File: config.mk
export PLATFORM = sky130hd
export DESIGN_NAME = rsub_divider
export DESIGN_NICKNAME = d
export VERILOG_FILES = /design/src/rtl/div_pkg.sv /design/src/rtl/div_cmp_sub.sv /design/src/rtl/div_ctrl.sv /design/src/rtl/div_regs.sv /design/src/rtl/rsub_divider.sv
export SDC_FILE = /design/constraint.sdc
export NUM_CORES = 1
export LEC_CHECK = 0
export CORE_ASPECT_RATIO = 0.7
export CORE_MARGIN = 1.5
export CORE_UTILIZATION = 45
export DETAILED_ROUTE_END_ITERATION = 7
export PLACE_DENSITY = 0.78
export SYNTH_ARGS = -nofsm -noshare
export SYNTH_HDL_FRONTEND = slang
export SYNTH_SLANG_ARGS = --single-unit
File: constraint.sdc
create_clock -name clk_i -period 2.5 [get_ports clk_i]
set_clock_uncertainty 0.2 [all_clocks]
set_input_delay 0.25 -clock clk_i [delete_from_list [all_inputs] [get_ports clk_i]]
set_output_delay 0.25 -clock clk_i [all_outputs]
set_load 0.05 [all_outputs]
File: src/rtl/div_pkg.sv
package div_pkg;

    typedef enum logic [1:0] {
        DV_IDLE = 2'd0,
        DV_RUN  = 2'd1,
        DV_FIN  = 2'd2
    } dv_state_t;

endpackage

File: src/rtl/div_cmp_sub.sv
// Compare-and-subtract cell: flags rem >= div and forms rem - div.
module div_cmp_sub #(
    parameter int WIDTH = 8
) (
    input  logic [WIDTH-1:0] rem_i,
    input  logic [WIDTH-1:0] div_i,
    output logic             ge_o,
    output logic [WIDTH-1:0] diff_o
);
    localparam int EXT = WIDTH + 1;

    logic [EXT-1:0] wide_diff;

    always_comb begin
        wide_diff = {1'b0, rem_i} - {1'b0, div_i};
        ge_o      = ~wide_diff[EXT-1];
        diff_o    = wide_diff[WIDTH-1:0];
    end
endmodule

File: src/rtl/div_ctrl.sv
// Three-state sequencer of the divider.
module div_ctrl
    import div_pkg::*;
(
    input  logic      clk_i,
    input  logic      rst_ni,
    input  logic      start_i,
    input  logic      zero_div_i,
    input  logic      ge_i,
    output logic      load_o,
    output logic      zload_o,
    output logic      step_o,
    output logic      busy_o,
    output logic      done_o
);
    dv_state_t state_q, state_d;

    always_comb begin
        state_d = state_q;
        unique case (state_q)
            DV_IDLE: begin
                if (start_i) begin
                    state_d = zero_div_i ? DV_FIN : DV_RUN;
                end
            end
            DV_RUN: begin
                if (!ge_i) begin
                    state_d = DV_FIN;
                end
            end
            DV_FIN: begin
                state_d = DV_IDLE;
            end
            default: begin
                state_d = DV_IDLE;
            end
        endcase
    end

    always_ff @(posedge clk_i or negedge rst_ni) begin
        if (!rst_ni) begin
            state_q <= DV_IDLE;
        end else begin
            state_q <= state_d;
        end
    end

    always_comb begin
        load_o  = 1'b0;
        zload_o = 1'b0;
        step_o  = 1'b0;
        busy_o  = 1'b0;
        done_o  = 1'b0;
        unique case (state_q)
            DV_IDLE: begin
                load_o  = start_i && !zero_div_i;
                zload_o = start_i && zero_div_i;
            end
            DV_RUN: begin
                busy_o = 1'b1;
                step_o = ge_i;
            end
            DV_FIN: begin
                busy_o = 1'b1;
                done_o = 1'b1;
            end
            default: begin
                busy_o = 1'b0;
            end
        endcase
    end
endmodule

File: src/rtl/div_regs.sv
// Operand, remainder, quotient and flag registers.
module div_regs #(
    parameter int WIDTH = 8
) (
    input  logic             clk_i,
    input  logic             rst_ni,
    input  logic             load_i,
    input  logic             zload_i,
    input  logic             step_i,
    input  logic [WIDTH-1:0] dividend_i,
    input  logic [WIDTH-1:0] divisor_i,
    input  logic [WIDTH-1:0] diff_i,
    output logic [WIDTH-1:0] rem_o,
    output logic [WIDTH-1:0] div_o,
    output logic [WIDTH-1:0] quo_o,
    output logic             dz_o
);
    localparam logic [WIDTH-1:0] ONE  = {{(WIDTH-1){1'b0}}, 1'b1};
    localparam logic [WIDTH-1:0] ONES = {WIDTH{1'b1}};

    always_ff @(posedge clk_i or negedge rst_ni) begin
        if (!rst_ni) begin
            rem_o <= '0;
            div_o <= '0;
            quo_o <= '0;
            dz_o  <= 1'b0;
        end else if (load_i) begin
            rem_o <= dividend_i;
            div_o <= divisor_i;
            quo_o <= '0;
            dz_o  <= 1'b0;
        end else if (zload_i) begin
            rem_o <= dividend_i;
            div_o <= divisor_i;
            quo_o <= ONES;
            dz_o  <= 1'b1;
        end else if (step_i) begin
            rem_o <= diff_i;
            quo_o <= quo_o + ONE;
        end
    end
endmodule

File: src/rtl/rsub_divider.sv
// Top level: sequential divider by repeated subtraction.
module rsub_divider #(
    parameter int WIDTH = 8
) (
    input  logic             clk_i,
    input  logic             rst_ni,
    input  logic             start_i,
    input  logic [WIDTH-1:0] dividend_i,
    input  logic [WIDTH-1:0] divisor_i,
    output logic [WIDTH-1:0] quotient_o,
    output logic [WIDTH-1:0] remainder_o,
    output logic             busy_o,
    output logic             done_o,
    output logic             div_zero_o
);
    logic             load, zload, step, ge, zero_div;
    logic [WIDTH-1:0] rem_q, div_q, quo_q, diff;
    logic             dz_q;

    assign zero_div = (divisor_i == '0);

    div_cmp_sub #(.WIDTH(WIDTH)) u_cmp (
        .rem_i  (rem_q),
        .div_i  (div_q),
        .ge_o   (ge),
        .diff_o (diff)
    );

    div_ctrl u_ctrl (
        .clk_i      (clk_i),
        .rst_ni     (rst_ni),
        .start_i    (start_i),
        .zero_div_i (zero_div),
        .ge_i       (ge),
        .load_o     (load),
        .zload_o    (zload),
        .step_o     (step),
        .busy_o     (busy_o),
        .done_o     (done_o)
    );

    div_regs #(.WIDTH(WIDTH)) u_regs (
        .clk_i      (clk_i),
        .rst_ni     (rst_ni),
        .load_i     (load),
        .zload_i    (zload),
        .step_i     (step),
        .dividend_i (dividend_i),
        .divisor_i  (divisor_i),
        .diff_i     (diff),
        .rem_o      (rem_q),
        .div_o      (div_q),
        .quo_o      (quo_q),
        .dz_o       (dz_q)
    );

    assign quotient_o  = quo_q;
    assign remainder_o = rem_q;
    assign div_zero_o  = dz_q;
endmodule

==> impl_metrics.ini <==
[status]
outcome = completed

[critical_path]
crit_path_top_delay_cell = dfrtp_1
r2r-start = u_regs.div_o[0]$_DFFE_PN0P_
crit_buf_inv = 2
critical_path.top_delay_family = compound AO/OA/AOI/OAI gates
crit_required_ns = 2.52
r2r_cells = 9
reg2reg_to = u_regs.rem_o[7]$_DFFE_PN0P_
cp.arrival_ns = 2.42
cp_slowest_stage_delay_ns = 0.42
crit_type = reg -> reg
crit_fanout = 12
worstSetupStartpointType = register
r2r_slack_ns = 0.10
path_cells = ha_4 > inv_2 > fa_2 > a211oi_2 > o31a_1 > a21o_4 > buf_4 > a311o_1 > a21oi_2
cp-end-kind = register

[routing]
antenna_left = 0
wl_per_cell_um = 13.5
drt_wl_total_mm = 3.78
wl_met2_mm = 1.60
wl_met1_mm = 1.94
vias = 1487
drc = 0
first_pass_iters = 4
viasPerCell = 5.31
route.met3.wl_um = 224
first_iter_violations = 122
top_layer_used = met4

[synthesis]
yosys.area_share.simple = 0.170
yosys-top-cells-area = dfrtp_1 41%, ha_1 9.2%, nand2_1 7.8%
syn_area_um2 = 1630
synth.top_cell.area_share = 0.414
synth-seq-area-share = 0.414
async_flop_share = 1.00
synth_compound_area_frac = 0.219
synth_cell_types = 36
synth_top_family_by_area = compound AO/OA/AOI/OAI gates
post_synth.cell_area_avg_um2 = 8.77
yosys.area.top_type = dfrtp_1
synth_nets = 218
synth-adder-area-share = 0.104
synth_warnings = 0
syn_inst = 186
synth_xor_area_frac = 0.0322
muxShareOfSynthArea = 0.00613
synth_edf_count = 0
ys_seq_elements = 27
yosys_most_used_dff = dfrtp_1

[clock_network]
insertion_delay_ns = 0.28
cts_tree = built
cts.sinks = 27
cts-htree-levels = 1
cts_buffers = 3
cts_root_buf = clkbuf_8
clockBufferDepth = 2
clk_pin_slew_ns = 0.09
cts_hold_buf = 0

[timing]
worst_pin_slew_ns = 0.541
max-slew-margin-rel = 0.635
setup_violations = 0
hold_viol = 0
max_freq_ghz = 0.417
post-route-min-period_ns = 2.40
final_max_slew_viol_count = 0
tns_ns = 0
rsz0062_at_grt = no
hold_slack_ns = 0.140
timing.final.crit_share = 0.960

[hold_path]
hold_class = in -> async

[floorplan]
num_rows = 18
coreArea_um2 = 3490
die_area_um2 = 4000
die_x_um = 75.0
ios = 38
start_util = 0.467
die_h_um = 53.4

[grt]
grt_max_degree = 28
track_usage = 0.208
antenna_found_initial = 0
grt_pass1_vias = 1404
grt_pass1_wl_mm = 6.20
overflow = 0

[layout]
regArea_um2 = 677
drive_gt1_frac = 0.104
nets = 263
fillers = 308
layoutNonFillerInstCount = 280
layout_commonest_cell = clkdlybuf4s50_1
final_cell_mix = 37 x clkdlybuf4s50_1, 34 x nand2_1, 26 x dfrtp_1
insertedDiodeCount = 0
final_util = 0.630
area_delta_synth_final_pct = 34.8
multi_input_area_um2 = 913

[placed_design]
portBuffers = 37
place_hpwl_mm = 2.77
placed_cells = 277
gp_congestion = 0.853

[job]
maxCapViolations = 0
routing by layer:
layer  GRT usage  vias up
met2       0.324       50
met5           0        -
met3      0.0495        2
met1       0.288      686
met4      0.0545        0
li1            -      749
Yosys cell counts (4+ instances only):
cell,number
a22o_1,4
nor4_1,5
nand2_1,34
a21oi_1,16
dfrtp_1,27
o21ai_0,12
inv_1,13
ha_1,12
nand3_1,5
clkbuf_1,5
a311o_1,4
a31oi_1,4
nor2_1,12
worst reg2reg max path: stages (launching register included):
cell	delay [ns]
dfrtp_1	0.42
ha_4	0.18
inv_2	0.05
fa_2	0.22
a211oi_2	0.09
o31a_1	0.31
a21o_4	0.26
buf_4	0.17
a311o_1	0.33
a21oi_2	0.11
state kept, by name, summed over array words and instances, names as in the netlist:
name,count
u_ctrl.state_q,2
u_regs.quo_o,8
u_regs.dz_o,1
u_regs.rem_o,8
u_regs.div_o,8
final cells by class:
class                           instances  area share
Tap cell                               50      0.0284
Inverter                               13      0.0222
Multi-Input combinational cell        138       0.415
Sequential cell                        27       0.308
Clock buffer                            4      0.0205
Timing Repair Buffer                   48       0.206
through the flow:
step	cell area, µm²	setup slack, ns
2_1_floorplan	1660	-0.0165
3_3_place_gp	2140	0.0337
3_5_place_dp	2140	-0.0236
4_1_cts	2190	0.0262
5_1_grt	2200	0.00511
6_report	2200	0.100
how the worst max path moves through the flow:
stage	from	to	slack, ns	cells after the start
after floorplan	u_regs.rem_o[0]$_DFFE_PN0P_	u_regs.quo_o[4]$_DFFE_PN0P_	-0.02	10
after global placement	u_regs.rem_o[0]$_DFFE_PN0P_	u_regs.quo_o[5]$_DFFE_PN0P_	0.03	9
after detailed placement	u_regs.rem_o[0]$_DFFE_PN0P_	u_regs.rem_o[2]$_DFFE_PN0P_	-0.02	10
after CTS	u_regs.div_o[0]$_DFFE_PN0P_	u_regs.quo_o[0]$_DFFE_PN0P_	0.03	10
after global routing	u_regs.div_o[0]$_DFFE_PN0P_	u_regs.rem_o[7]$_DFFE_PN0P_	0.005	9
final	u_regs.div_o[0]$_DFFE_PN0P_	u_regs.rem_o[7]$_DFFE_PN0P_	0.10	9
logic make-up after synthesis:
kind of cell               after synthesis
AOI/OAI and AO/OA                       55
xor gates and xnor gates                 6
adders and majority gates               13
buffers and inverters                   21
DFF                                     27
muxes                                    1
and+or+nand+nor                         63
repair_timing:
item                                    4_1_cts  5_1_grt
resized for setup                             1        3
cloned                                        0        0
endpoints found under the setup margin       10       13
pin swaps                                     0        4
setup buffers                                 0        0
Power is not shown: default switching activity piles up to over one toggle a cycle in this logic, so the estimate is an artifact.
